[src/rtl/irqsrc_pkg.sv]
package irqsrc_pkg;

    localparam int NSRC = 7;

    typedef enum int unsigned {
        SRC_WAKE  = 0,
        SRC_HS    = 1,
        SRC_LS    = 2,
        SRC_LIN   = 3,
        SRC_VLOW  = 4,
        SRC_VHIGH = 5,
        SRC_FWAKE = 6
    } src_e;

    typedef enum logic [3:0] {
        CODE_NONE   = 4'h0,
        CODE_WAKE   = 4'h1,
        CODE_DRV_OT = 4'h3,
        CODE_LIN    = 4'h4,
        CODE_VMON   = 4'h5,
        CODE_FWAKE  = 4'h6
    } code_e;

    // packed so that hs lands in bit 3 and vmon in bit 0
    typedef struct packed {
        logic hs;
        logic ls;
        logic lin;
        logic vmon;
    } enable_t;

    function automatic code_e code_of(input int unsigned idx);
        case (idx)
            SRC_WAKE:            return CODE_WAKE;
            SRC_HS, SRC_LS:      return CODE_DRV_OT;
            SRC_LIN:             return CODE_LIN;
            SRC_VLOW, SRC_VHIGH: return CODE_VMON;
            SRC_FWAKE:           return CODE_FWAKE;
            default:             return CODE_NONE;
        endcase
    endfunction

    function automatic logic [NSRC-1:0] enables_of(input enable_t en);
        logic [NSRC-1:0] v;
        v            = '1;
        v[SRC_HS]    = en.hs;
        v[SRC_LS]    = en.ls;
        v[SRC_LIN]   = en.lin;
        v[SRC_VHIGH] = en.vmon;
        return v;
    endfunction

endpackage

[src/rtl/irqsrc_flags.sv]
module irqsrc_flags
    import irqsrc_pkg::*;
#(
    parameter int N = NSRC
) (
    input  logic         clk,
    input  logic         rst,
    input  logic [N-1:0] evt,
    input  logic         ack,
    input  code_e        shown,
    output logic [N-1:0] flags_q,
    output logic [N-1:0] flags_nxt
);
    for (genvar i = 0; i < N; i++) begin : g_flag
        logic clr;
        assign clr          = ack && (code_of(i) == shown);
        assign flags_nxt[i] = evt[i] | (flags_q[i] & ~clr);

        always_ff @(posedge clk) begin
            if (rst) flags_q[i] <= 1'b0;
            else     flags_q[i] <= flags_nxt[i];
        end
    end
endmodule

[src/rtl/irqsrc_prio.sv]
module irqsrc_prio
    import irqsrc_pkg::*;
(
    input  logic [NSRC-1:0] flags,
    output code_e           code
);
    always_comb begin
        if (flags[SRC_WAKE])                         code = CODE_WAKE;
        else if (flags[SRC_HS] || flags[SRC_LS])     code = CODE_DRV_OT;
        else if (flags[SRC_LIN])                     code = CODE_LIN;
        else if (flags[SRC_VLOW] || flags[SRC_VHIGH]) code = CODE_VMON;
        else if (flags[SRC_FWAKE])                   code = CODE_FWAKE;
        else                                         code = CODE_NONE;
    end
endmodule

[src/rtl/irqsrc_window.sv]
module irqsrc_window #(
    parameter int HOLD = 40
) (
    input  logic clk,
    input  logic rst,
    input  logic start,
    output logic active
);
    localparam int CW = $clog2(HOLD + 1);
    localparam logic [CW-1:0] LOAD = CW'(HOLD);

    logic [CW-1:0] cnt_q;

    always_ff @(posedge clk) begin
        if (rst)                   cnt_q <= '0;
        else if (cnt_q != '0)      cnt_q <= cnt_q - 1'b1;
        else if (start)            cnt_q <= LOAD;
    end

    assign active = (cnt_q != '0);
endmodule

[src/rtl/irq_source_ctrl.sv]
module irq_source_ctrl
    import irqsrc_pkg::*;
#(
    parameter int CLK_PER_US = 4,
    parameter int RELEASE_US = 10
) (
    input  logic            clk,
    input  logic            rst,
    input  logic [NSRC-1:0] evt,
    input  logic            rd_en,
    input  logic            wr_en,
    input  logic [3:0]      wr_data,
    output logic [3:0]      rd_data,
    output logic            irq_n
);
    localparam int HOLD = CLK_PER_US * RELEASE_US;

    enable_t         en_q;
    logic [NSRC-1:0] flags_q, flags_nxt, en_vec;
    code_e           code;
    logic            win_active, win_start, ack;

    always_ff @(posedge clk) begin
        if (rst) begin
            en_q    <= '1;
            rd_data <= '0;
        end else begin
            if (wr_en) en_q <= enable_t'(wr_data);
            if (rd_en || wr_en) rd_data <= code;
        end
    end

    assign ack    = rd_en && (code != CODE_NONE);
    assign en_vec = enables_of(en_q);

    irqsrc_flags #(.N(NSRC)) u_flags (
        .clk       (clk),
        .rst       (rst),
        .evt       (evt),
        .ack       (ack),
        .shown     (code),
        .flags_q   (flags_q),
        .flags_nxt (flags_nxt)
    );

    irqsrc_prio u_prio (
        .flags (flags_q),
        .code  (code)
    );

    assign win_start = ack && |(flags_nxt & enables_of(wr_en ? enable_t'(wr_data) : en_q));

    irqsrc_window #(.HOLD(HOLD)) u_win (
        .clk    (clk),
        .rst    (rst),
        .start  (win_start),
        .active (win_active)
    );

    assign irq_n = ~(|(flags_q & en_vec) && !win_active);
endmodule

[config.mk]
export PLATFORM = sky130hd
export DESIGN_NAME = irq_source_ctrl
export DESIGN_NICKNAME = d
export VERILOG_FILES = /design/src/rtl/irqsrc_pkg.sv /design/src/rtl/irqsrc_flags.sv /design/src/rtl/irqsrc_prio.sv /design/src/rtl/irqsrc_window.sv /design/src/rtl/irq_source_ctrl.sv
export SDC_FILE = /design/constraint.sdc
export NUM_CORES = 1
export LEC_CHECK = 0
export BUFFER_PORTS_ARGS = -buffer_cell sky130_fd_sc_hd__buf_2
export CORE_ASPECT_RATIO = 1.2
export CORE_MARGIN = 4
export CORE_UTILIZATION = 47
export DETAILED_ROUTE_END_ITERATION = 12
export PLACE_DENSITY_LB_ADDON = 0.3
export SETUP_SLACK_MARGIN = 0.05
export SKIP_CTS_REPAIR_TIMING = 1
export SLEW_MARGIN = 20
export SYNTH_ARGS = -nofsm -noshare
export SYNTH_HDL_FRONTEND = slang
export SYNTH_SLANG_ARGS = --single-unit
[constraint.sdc]
create_clock -name clk -period 2.1 [get_ports clk]
set_input_delay 0.42 -clock clk [delete_from_list [all_inputs] [get_ports clk]]
set_output_delay 0.42 -clock clk [all_outputs]
set_load 0.005 [all_outputs]
# Word-level counts from Yosys, hierarchy flattened
# Cells that the tools add are included.
# word_totals
reg_bits	21
input_bits	15
out_inout_bits	5
wordCells	66
# classes
addsub	1
eq_ne	5
mux	8
n_bitwise	22
reduce_logical	17
# op_table
cell	count
4-bit 2-to-1 mux	5
7-bit bitwise AND	2
7-bit OR reduction	2
3-bit by 4-bit == test with 1-bit output, first input constant	3
6-bit 2-to-1 mux	2
1-bit logical AND	8
1-bit bitwise AND	7
1-bit bitwise OR	7
1-bit inverter	6
6-bit nonzero test	1
6-bit by 1-bit subtractor with 6-bit output, second input constant	1
1-bit by 4-bit == test with 1-bit output, first input constant	1
2-bit by 4-bit == test with 1-bit output, first input constant	1
4-bit nonzero test	1
1-bit logical OR	3
3-bit 2-to-1 mux	1
2-bit nonzero test	1
1-bit logical NOT	1

# Logic depth before layout (Yosys ltp)
# Gate-level depths: netlist of the first run.
# depth
ltp_word	16
depth_mapped	6
ltp_nobuf	6

# Hierarchy
# A second synthesis of the first run with hierarchy kept.
# hier_totals
hier_cells	121
hier_area_um2	1107.3
# modules_own_cells
mod	instances	cells_each	area_each_um2
irq_source_ctrl	1	38	392.9
irqsrc_flags	1	38	356.6
irqsrc_window	1	35	302.8
irqsrc_prio	1	10	55.1

# Least setup slack after synthesis of the first run
# No wires, ideal clock.
# synth_timing
path_kind	input -> register
from	in wr_en
to	reg u_win.cnt_q[1]
setup_ns	0.060
arrival_time_ns	1.951
required_time_ns	2.040
path_slack_ns	0.089
stages	6
n_path_buf	1
path_cell_list	buf_6 mux2_4 a2111o_1 a221o_1 o31ai_4 a41o_1
# synth_via
elab_chain_cells	5
# synth_rtl
item	line_no	source
start: declaration	irq_source_ctrl.sv:11	input logic wr_en,
4-bit 2-to-1 mux	-	
7-bit bitwise AND	irq_source_ctrl.sv:51	assign win_start = ack && |(flags_nxt & enables_of(wr_en ? enable_t'(wr_data) : en_q));
7-bit OR reduction	irq_source_ctrl.sv:51	
1-bit logical AND	irq_source_ctrl.sv:51	
2-bit nonzero test (no source line)	-	
end signal: assignment	irqsrc_window.sv:16	else if (cnt_q != '0) cnt_q <= cnt_q - 1'b1;
end: declaration	irqsrc_window.sv:12	logic [CW-1:0] cnt_q;
# No other way between the ends.
# A chain may end at the register's enable or synchronous reset.

# Final worst setup path of the first run
# layout_timing
from	reg u_win.cnt_q[0]
to	out irq_n
# layout_via
elab_chain_cells	4
# layout_rtl
item	line_no	source
6-bit nonzero test	irqsrc_window.sv:20	assign active = (cnt_q != '0);
1-bit logical NOT	irq_source_ctrl.sv:60	assign irq_n = ~(|(flags_q & en_vec) && !win_active);
1-bit logical AND	irq_source_ctrl.sv:60	
1-bit inverter	irq_source_ctrl.sv:60	
end: declaration	irq_source_ctrl.sv:14	output logic irq_n
# No other way between the ends.

==> parameters.txt, run 1 <==
Parameter                              Value

Routing
  Total via count after detailed routing ... 852
  Vias per inst ... 5.796
  Total iterations of the first detailed-routing run ... 4
  Sum of routed wire length over all layers ... 2.073 mm
  First-iteration detailed-routing DRC count ... 10
  Routed wirelength normalized by instance count ... 14.10 um
  Count of unresolved DRC violations after routing ... 0
  Number of routed nets with antenna violations ... 0

Synthesis
  Adder-cell share of the synthesized area ... 2.618%
  Dominant register cell in the synthesized netlist ... sky130_fd_sc_hd__dfxtp_1
  Post-synth EDFFs ... 0
  Largest family of logic cells by synthesized area ... simple AND/OR/NAND/NOR gates
  Portion of the post-synthesis area used by sequential elements ... 41.88%
  Yosys warns ... 0
  Fraction of synthesized cell area in xor and xnor cells ... 3.665%
  Net count after synthesis ... 124
  Proportion of register bits with asynchronous set or reset after synthesis ... 0%
  Multiplexer fraction of the synthesized cell area ... 4.843%
  Number of distinct library cell variants in the gate-level netlist after synthesis ... 39
  Cell type with the highest aggregate area in the netlist ... sky130_fd_sc_hd__dfxtp_1
  Fraction of the mapped netlist area in simple logic gates ... 22.12%
  Compound-Gate Fraction of Synth Area ... 20.16%
  Register bit total from synthesis ... 20
  Largest cells by area after synthesis ... sky130_fd_sc_hd__dfxtp_1 (42%), sky130_fd_sc_hd__nor2_1 (5.5%), sky130_fd_sc_hd__nor3_1 (5.2%), sky130_fd_sc_hd__a21oi_1 (4.7%), sky130_fd_sc_hd__xnor2_1 (2.7%)
  Area share of the largest cell type after synthesis ... 41.88%
  Syn Inst Count ... 107
  Synth Cell Area ... 955.9 sq um
  Average instance area after synthesis ... 8.934 sq um
  Most common cell in the netlist ... sky130_fd_sc_hd__dfxtp_1
  Most numerous cell types in the synthesized netlist ... sky130_fd_sc_hd__dfxtp_1 (20), sky130_fd_sc_hd__nor2_1 (14), sky130_fd_sc_hd__nor3_1 (10), sky130_fd_sc_hd__a21oi_1 (9), sky130_fd_sc_hd__nand2_1 (5)

Worst setup path
  Worst path bufs/invs ... 2
  Ordered cell list for the critical path ... inv_1 -> ha_1 -> and4b_2 -> o41ai_1 -> buf_2
  Arrival time at the worst endpoint ... 1560 ps
  Worst stage delay on the critical path ... 390 ps
  Start-to-end type of the worst setup path ... flop to output port
  Top Family by Delay on Critical Path ... flip-flops
  WP data required ... 1680 ps
  Reg2reg setup slack ... 230 ps
  Type of destination of the critical path ... output port
  RR Startpoint ... u_flags.flags_q[1]
  Maximum net fanout on the critical path ... 9
  Launching element type of the critical path ... flop
  Worst flop-to-flop path endpoint ... u_win.cnt_q[1]
  Worst R2R Path Depth ... 5
  Highest-delay cell along the critical path ... sky130_fd_sc_hd__dfxtp_1

CTS
  Clock root buffer master ... sky130_fd_sc_hd__clkbuf_4
  Clock insertion delay at the later pin of the skew report ... 290 ps
  Maximum buffer depth of the clock tree ... 2
  CTS clk-pin slew, worst paths ... 100 ps
  CTS tree ... built
  Clock sink total ... 20
  CTS Buf Count ... 3
  Maximum level of the CTS H-tree ... 1

Final layout
  Non-Filler Instances ... 147
  Non-Filler Cell Area, Final ... 1105 sq um
  Antenna Cells ... 0
  Ratio of cells with drive above 1 in the final layout ... 22.66%
  Layout Area Growth over Synthesis ... 15.58%
  Fill cell total of the finished layout ... 185
  Area occupied by multi-input gates ... 523.0 sq um
  Sequential standard cell area ... 400.4 sq um
  Number of nets in the finished design ... 147

Floorplan
  Full die area ... 2823 sq um
  Area inside the core boundary ... 1893 sq um
  Number of top-level pins ... 20
  Initial Util ... 50.50%
  Row count ... 17
  Vertical die dimension ... 57.41 um
  Die span in x ... 49.17 um

Global routing
  Pin count of the biggest net entering global routing ... 16
  Initial antenna violation count ... 0
  First-pass GRT wire length ... 3.581 mm
  Sum of overflow across all layers after global routing ... 0
  Vias in the first global route ... 818
  Global-route usage over all layers ... 16.31%

Placement
  RD Place Congestion ... 0.8082
  Placed Instance Area ... 1074 sq um
  Placed Cells incl. Taps ... 144
  Post-place setup slack ... 8.320 ps
  Post-DP HPWL ... 1.642 mm
  Number of input and output port buffers inserted ... 18

Timing
  Final setup fails ... 0
  Final total negative setup slack ... 0 ps
  Max-slew violation total from the final report ... 0
  Unrepaired setup endpoints after global routing ... true
  Fmax ... 505.9 MHz
  Clk_skew ... 2.384 ps
  Minimum setup slack in the final design ... 123.4 ps
  Time the final worst path needs with I/O delays and setup ... 1977 ps
  Count of final hold-check violations ... 0
  Post-route fraction of the period consumed by the critical path ... 94.13%

Min path
  Hold path start ... evt[2]
  Class of the worst hold path ... input pin to flop
  Worst Hold End ... u_flags.flags_q[2]
  Number of instances on the worst hold path ... 3

Power and ir drop
  PwrDens ... 982.3 nW/um^2
  Worst vdd ir ... 624.6 uV
  Total Power Consumption ... 1085 uW
  P_leak ... 0.0004799 uW

Run status
  Status ... finished clean

Job
  Max-capacitance violation count ... 0
==> cell type report <==
cell class | instances | area share, %
Multi-Input combinational cell | 79 | 47.34
Sequential cell | 20 | 36.24
Clock buffer | 3 | 2.039
Inverter | 4 | 1.359
Timing Repair Buffer | 22 | 10.87
Tap cell | 19 | 2.152
==> layout by cell type (no fill, tap or decap), types with 2 or more instances in the layout <==
cell / count
sky130_fd_sc_hd__o21ai_0: 3
sky130_fd_sc_hd__inv_1: 4
sky130_fd_sc_hd__mux2i_1: 2
sky130_fd_sc_hd__nor2_1: 14
sky130_fd_sc_hd__xnor2_1: 3
sky130_fd_sc_hd__clkbuf_4: 3
sky130_fd_sc_hd__nand2b_1: 4
sky130_fd_sc_hd__dfxtp_1: 20
sky130_fd_sc_hd__buf_4: 4
sky130_fd_sc_hd__a21oi_1: 9
sky130_fd_sc_hd__ha_1: 2
sky130_fd_sc_hd__nor3_1: 10
sky130_fd_sc_hd__a22oi_1: 2
sky130_fd_sc_hd__buf_2: 18
sky130_fd_sc_hd__nand2_1: 5
==> worst max-delay path by stage <==
| stage | from | endpoint | slack [ps] | cells past startpoint |
|---|---|---|---|---|
| global placement | wr_en | u_win.cnt_q[1] | 20 | 6 |
| CTS | u_win.cnt_q[0] | irq_n | 50 | 5 |
| finish | u_win.cnt_q[0] | irq_n | 120 | 5 |
| global route | u_win.cnt_q[0] | irq_n | 40 | 5 |
| floorplan | wr_en | u_win.cnt_q[1] | 90 | 6 |
| detailed placement | wr_en | u_win.cnt_q[3] | 8 | 6 |
==> tightest hold or removal path: stages <==
cell                      delay [ps]
sky130_fd_sc_hd__buf_2            70
sky130_fd_sc_hd__a21oi_1          40
sky130_fd_sc_hd__nor2_1           70
==> power breakdown <==
part / internal [uW] / switching (uW) / leakage, uW / total (uW)
Combinational: 196 / 201 / 0.000300 / 397
Sequential: 449 / 65.5 / 0.000167 / 514
Clock: 66.7 / 108 / 0.0000138 / 174
Total: 712 / 374 / 0.000480 / 1090
==> metrics by stage <==
stage | hold WS, ps | util [%]
after global routing | 363.7 | 58.36
after CTS | 346.7 | 57.90
after floorplan | 462.7 | -
after global placement | 467.6 | 56.71
final | 349.7 | 58.36
after detailed placement | 484.4 | 56.71
==> flip-flops by register name, summed over array words and instances, names as in the netlist <==
register	flops
en_q	4
rd_data	3
u_flags.flags_q	7
u_win.cnt_q	6
==> logic make-up (layout without fill, tap and decap cells) <==
group	Yosys count	after routing
AO/OA/AOI/OAI	26	26
XOR/XNOR	4	4
adder cells (fa/ha/maj)	2	2
buffers and inverters	8	29
flip-flops	20	20
multiplexers	4	4
other	1	1
AND/OR/NAND/NOR	42	42
==> routing by layer <==
layer	vias to the layer above	part of all wire (%)	track usage, %
li1	427	-	-
met1	406	42	17.68
met2	15	51	29.50
met3	4	4.6	3.394
met4	0	2.2	8.537
met5	-	0	0
Note: power is estimated with default switching activity, not from simulation.
==> run 2: changes to the inputs <==
--- a/config.mk
+++ b/config.mk
@@ -6,9 +6,10 @@
 export NUM_CORES = 1
 export LEC_CHECK = 0
 export BUFFER_PORTS_ARGS = -buffer_cell sky130_fd_sc_hd__buf_2
-export CORE_ASPECT_RATIO = 1.2
+export CORE_ASPECT_RATIO = 1.1
 export CORE_MARGIN = 4
 export CORE_UTILIZATION = 47
+export CTS_BUF_LIST = sky130_fd_sc_hd__clkbuf_8 sky130_fd_sc_hd__clkbuf_16
 export DETAILED_ROUTE_END_ITERATION = 12
 export PLACE_DENSITY_LB_ADDON = 0.3
 export SETUP_SLACK_MARGIN = 0.05
==> parameters.txt, run 2 (synthesized netlist as in run 1, its figures left out) <==
Parameter                              Value

Floorplan
  Area inside the core boundary ... 1862 sq um (-1.7%)
  Full die area ... 2820 sq um (about the same)
  Vertical die dimension ... 55.30 um (-3.7%)
  Die span in x ... 51 um (+3.7%)
  Row count ... 16 (-1)
  Number of top-level pins ... 20 (unchanged)
  Initial Util ... 51.34% (+0.85 points)

Power and ir drop
  Switching portion of total power ... 32.85% (-1.6 points)
  PwrDens ... 1068 nW/um^2 (+8.8%)
  Fraction of power consumed by the clock network ... 24.4% (+8.3 points)
  Worst vdd ir ... 621.8 uV (-0.46%)
  Part of the power in combinational logic ... 32.9% (-3.7 points)
  Internal Pwr Total ... 813.3 uW (+14%)
  Net switching power ... 397.9 uW (+6.5%)
  Register share of total power ... 42.7% (-4.7 points)
  P_leak ... 0.0004880 uW (+1.7%)

Final layout
  Sequential standard cell area ... 401.6 sq um (+0.31%)
  Ratio of cells with drive above 1 in the final layout ... 22.66% (unchanged)
  Antenna Cells ... 0 (unchanged)
  Flip-flop count of the largest register after layout ... 7 (unchanged)
  Most common library cell in the layout ignoring fill and taps ... sky130_fd_sc_hd__dfxtp_1
  Number of nets in the finished design ... 146 (-0.68%)
  Util after Layout ... 60.89% (+2.5 points)
  Layout Area Growth over Synthesis ... 18.59%
  Fill cell total of the finished layout ... 174 (-5.9%)
  Most used cells in the layout excluding fill and tap cells ... sky130_fd_sc_hd__dfxtp_1 (19), sky130_fd_sc_hd__buf_2 (18), sky130_fd_sc_hd__nor2_1 (14)
  Largest registers ... u_flags.flags_q (7), u_win.cnt_q (6), en_q (4)
  Largest reg by FF count ... u_flags.flags_q
  Area occupied by multi-input gates ... 515.5 sq um (-1.4%)

Min path
  Class of the worst hold path ... input pin to flop

Routing
  Total via count after detailed routing ... 826 (-3.1%)
  Number of routed nets with antenna violations ... 0 (unchanged)
  First-iteration detailed-routing DRC count ... 7 (-3)
  Total met3 wirelength after detailed routing ... 119 um (+25%)
  Met1 wire length ... 905 um (+2.8%)
  Count of unresolved DRC violations after routing ... 0 (unchanged)
  Vias per inst ... 5.329 (-8.1%)
  Sum of routed wire length over all layers ... 2.056 mm (-0.82%)
  Top routing layer used ... met4
  Total iterations of the first detailed-routing run ... 4 (unchanged)
  Routed wirelength normalized by instance count ... 13.26 um (-5.9%)
  Met2 WL ... 982 um (-6.5%)

CTS
  Clock insertion delay at the later pin of the skew report ... 260 ps (-30 ps)
  Clock root buffer master ... sky130_fd_sc_hd__clkbuf_8
  Maximum level of the CTS H-tree ... 1 (unchanged)
  Clock sink total ... 20 (unchanged)
  Maximum buffer depth of the clock tree ... 2 (unchanged)
  CTS tree ... built
  CTS clk-pin slew, worst paths ... 70 ps (-30 ps)
  CTS Buf Count ... 3 (unchanged)

Worst setup path
  Arrival time at the worst endpoint ... 2160 ps (+600 ps)
  Start-to-end type of the worst setup path ... flop to flop
  Type of destination of the critical path ... flop
  WP data required ... 2310 ps (+630 ps)
  Launching element type of the critical path ... flop
  Maximum net fanout on the critical path ... 5 (-4)

Timing
  Final total negative setup slack ... 0 ps (unchanged)
  Time the final worst path needs with I/O delays and setup ... 1951 ps (-26.05 ps)
  Unrepaired setup endpoints after global routing ... false
  Final setup fails ... 0 (unchanged)
  Clk_skew ... 4.564 ps (+2.180 ps)
  Fmax ... 512.7 MHz (+1.3%)
  Post-route fraction of the period consumed by the critical path ... 92.89% (-1.2 points)
  Max-slew violation total from the final report ... 0 (unchanged)
  Count of final hold-check violations ... 0 (unchanged)

Global routing
  Sum of overflow across all layers after global routing ... 0 (unchanged)
  Pin count of the biggest net entering global routing ... 16 (unchanged)
  First-pass GRT wire length ... 3.498 mm (-2.3%)
  Initial antenna violation count ... 0 (unchanged)
  Vias in the first global route ... 850 (+3.9%)
  Global-route usage over all layers ... 16.36% (+0.053 points)

Placement
  RD Place Congestion ... 0.8003 (-0.98%)
  Post-DP HPWL ... 1.580 mm (-3.8%)
  Number of input and output port buffers inserted ... 18 (unchanged)

Run status
  Status ... finished clean

Job
  Max-capacitance violation count ... 0 (unchanged)
[run 2: layout make-up]
type                    instances  area share (%)
multi-input cells              79           45.47
inverters                       4           1.325
clock buffers                   4           4.857
repair buffers                 21           9.934
well taps                      27           2.980
flip-flops and latches         20           35.43
[run 2: power groups by stage]
stage	Combinational, uW	Sequential (uW)	Clock [uW]
floorplan	311	505	0
global placement	378	520	0
detailed placement	395	521	0
CTS	397	515	302
global route	450	529	315
finish	399	517	296
[run 2: worst paths after layout]
path,start,endpoint,slack [ps],cells past startpoint
setup / recovery,u_flags.flags_q[1],u_win.cnt_q[1],150,5
hold / removal,evt[1],u_flags.flags_q[1],390,3
setup reg to reg,u_flags.flags_q[1],u_win.cnt_q[1],150,5
hold reg to reg,rd_data[2],rd_data[2],490,2
[run 2: per-stage QoR]
step / worst slack, ps / area [sq um] / std cells / total power (uW) / hold slack [ps]
detailed placement: -12.11 / 1076 / 151 / 916.0 / 473.8
CTS: 78.12 / 1131 / 155 / 1214 / 377.4
floorplan: 89.43 / 955.9 / 107 / 816.1 / 462.7
global placement: 27.78 / 1076 / 151 / 897.8 / 465.0
global route: 78.95 / 1134 / 155 / 1294 / 409.1
finish: 149.4 / 1134 / 155 / 1211 / 387.2
[run 2: layer usage]
metal | up-vias | GRT usage (%)
met5 | - | 0
met4 | 0 | 9.231
met3 | 5 | 4.570
met2 | 23 | 26.52
met1 | 374 | 18.90
li1 | 424 | -
[run 2: critical path, cell delays in order, from the launching register on]
cell                       delay, ps
sky130_fd_sc_hd__dfxtp_1         350
sky130_fd_sc_hd__or4b_1          550
sky130_fd_sc_hd__o41ai_1         310
sky130_fd_sc_hd__nand2b_1        160
sky130_fd_sc_hd__o31ai_4         320
sky130_fd_sc_hd__a41o_1          200
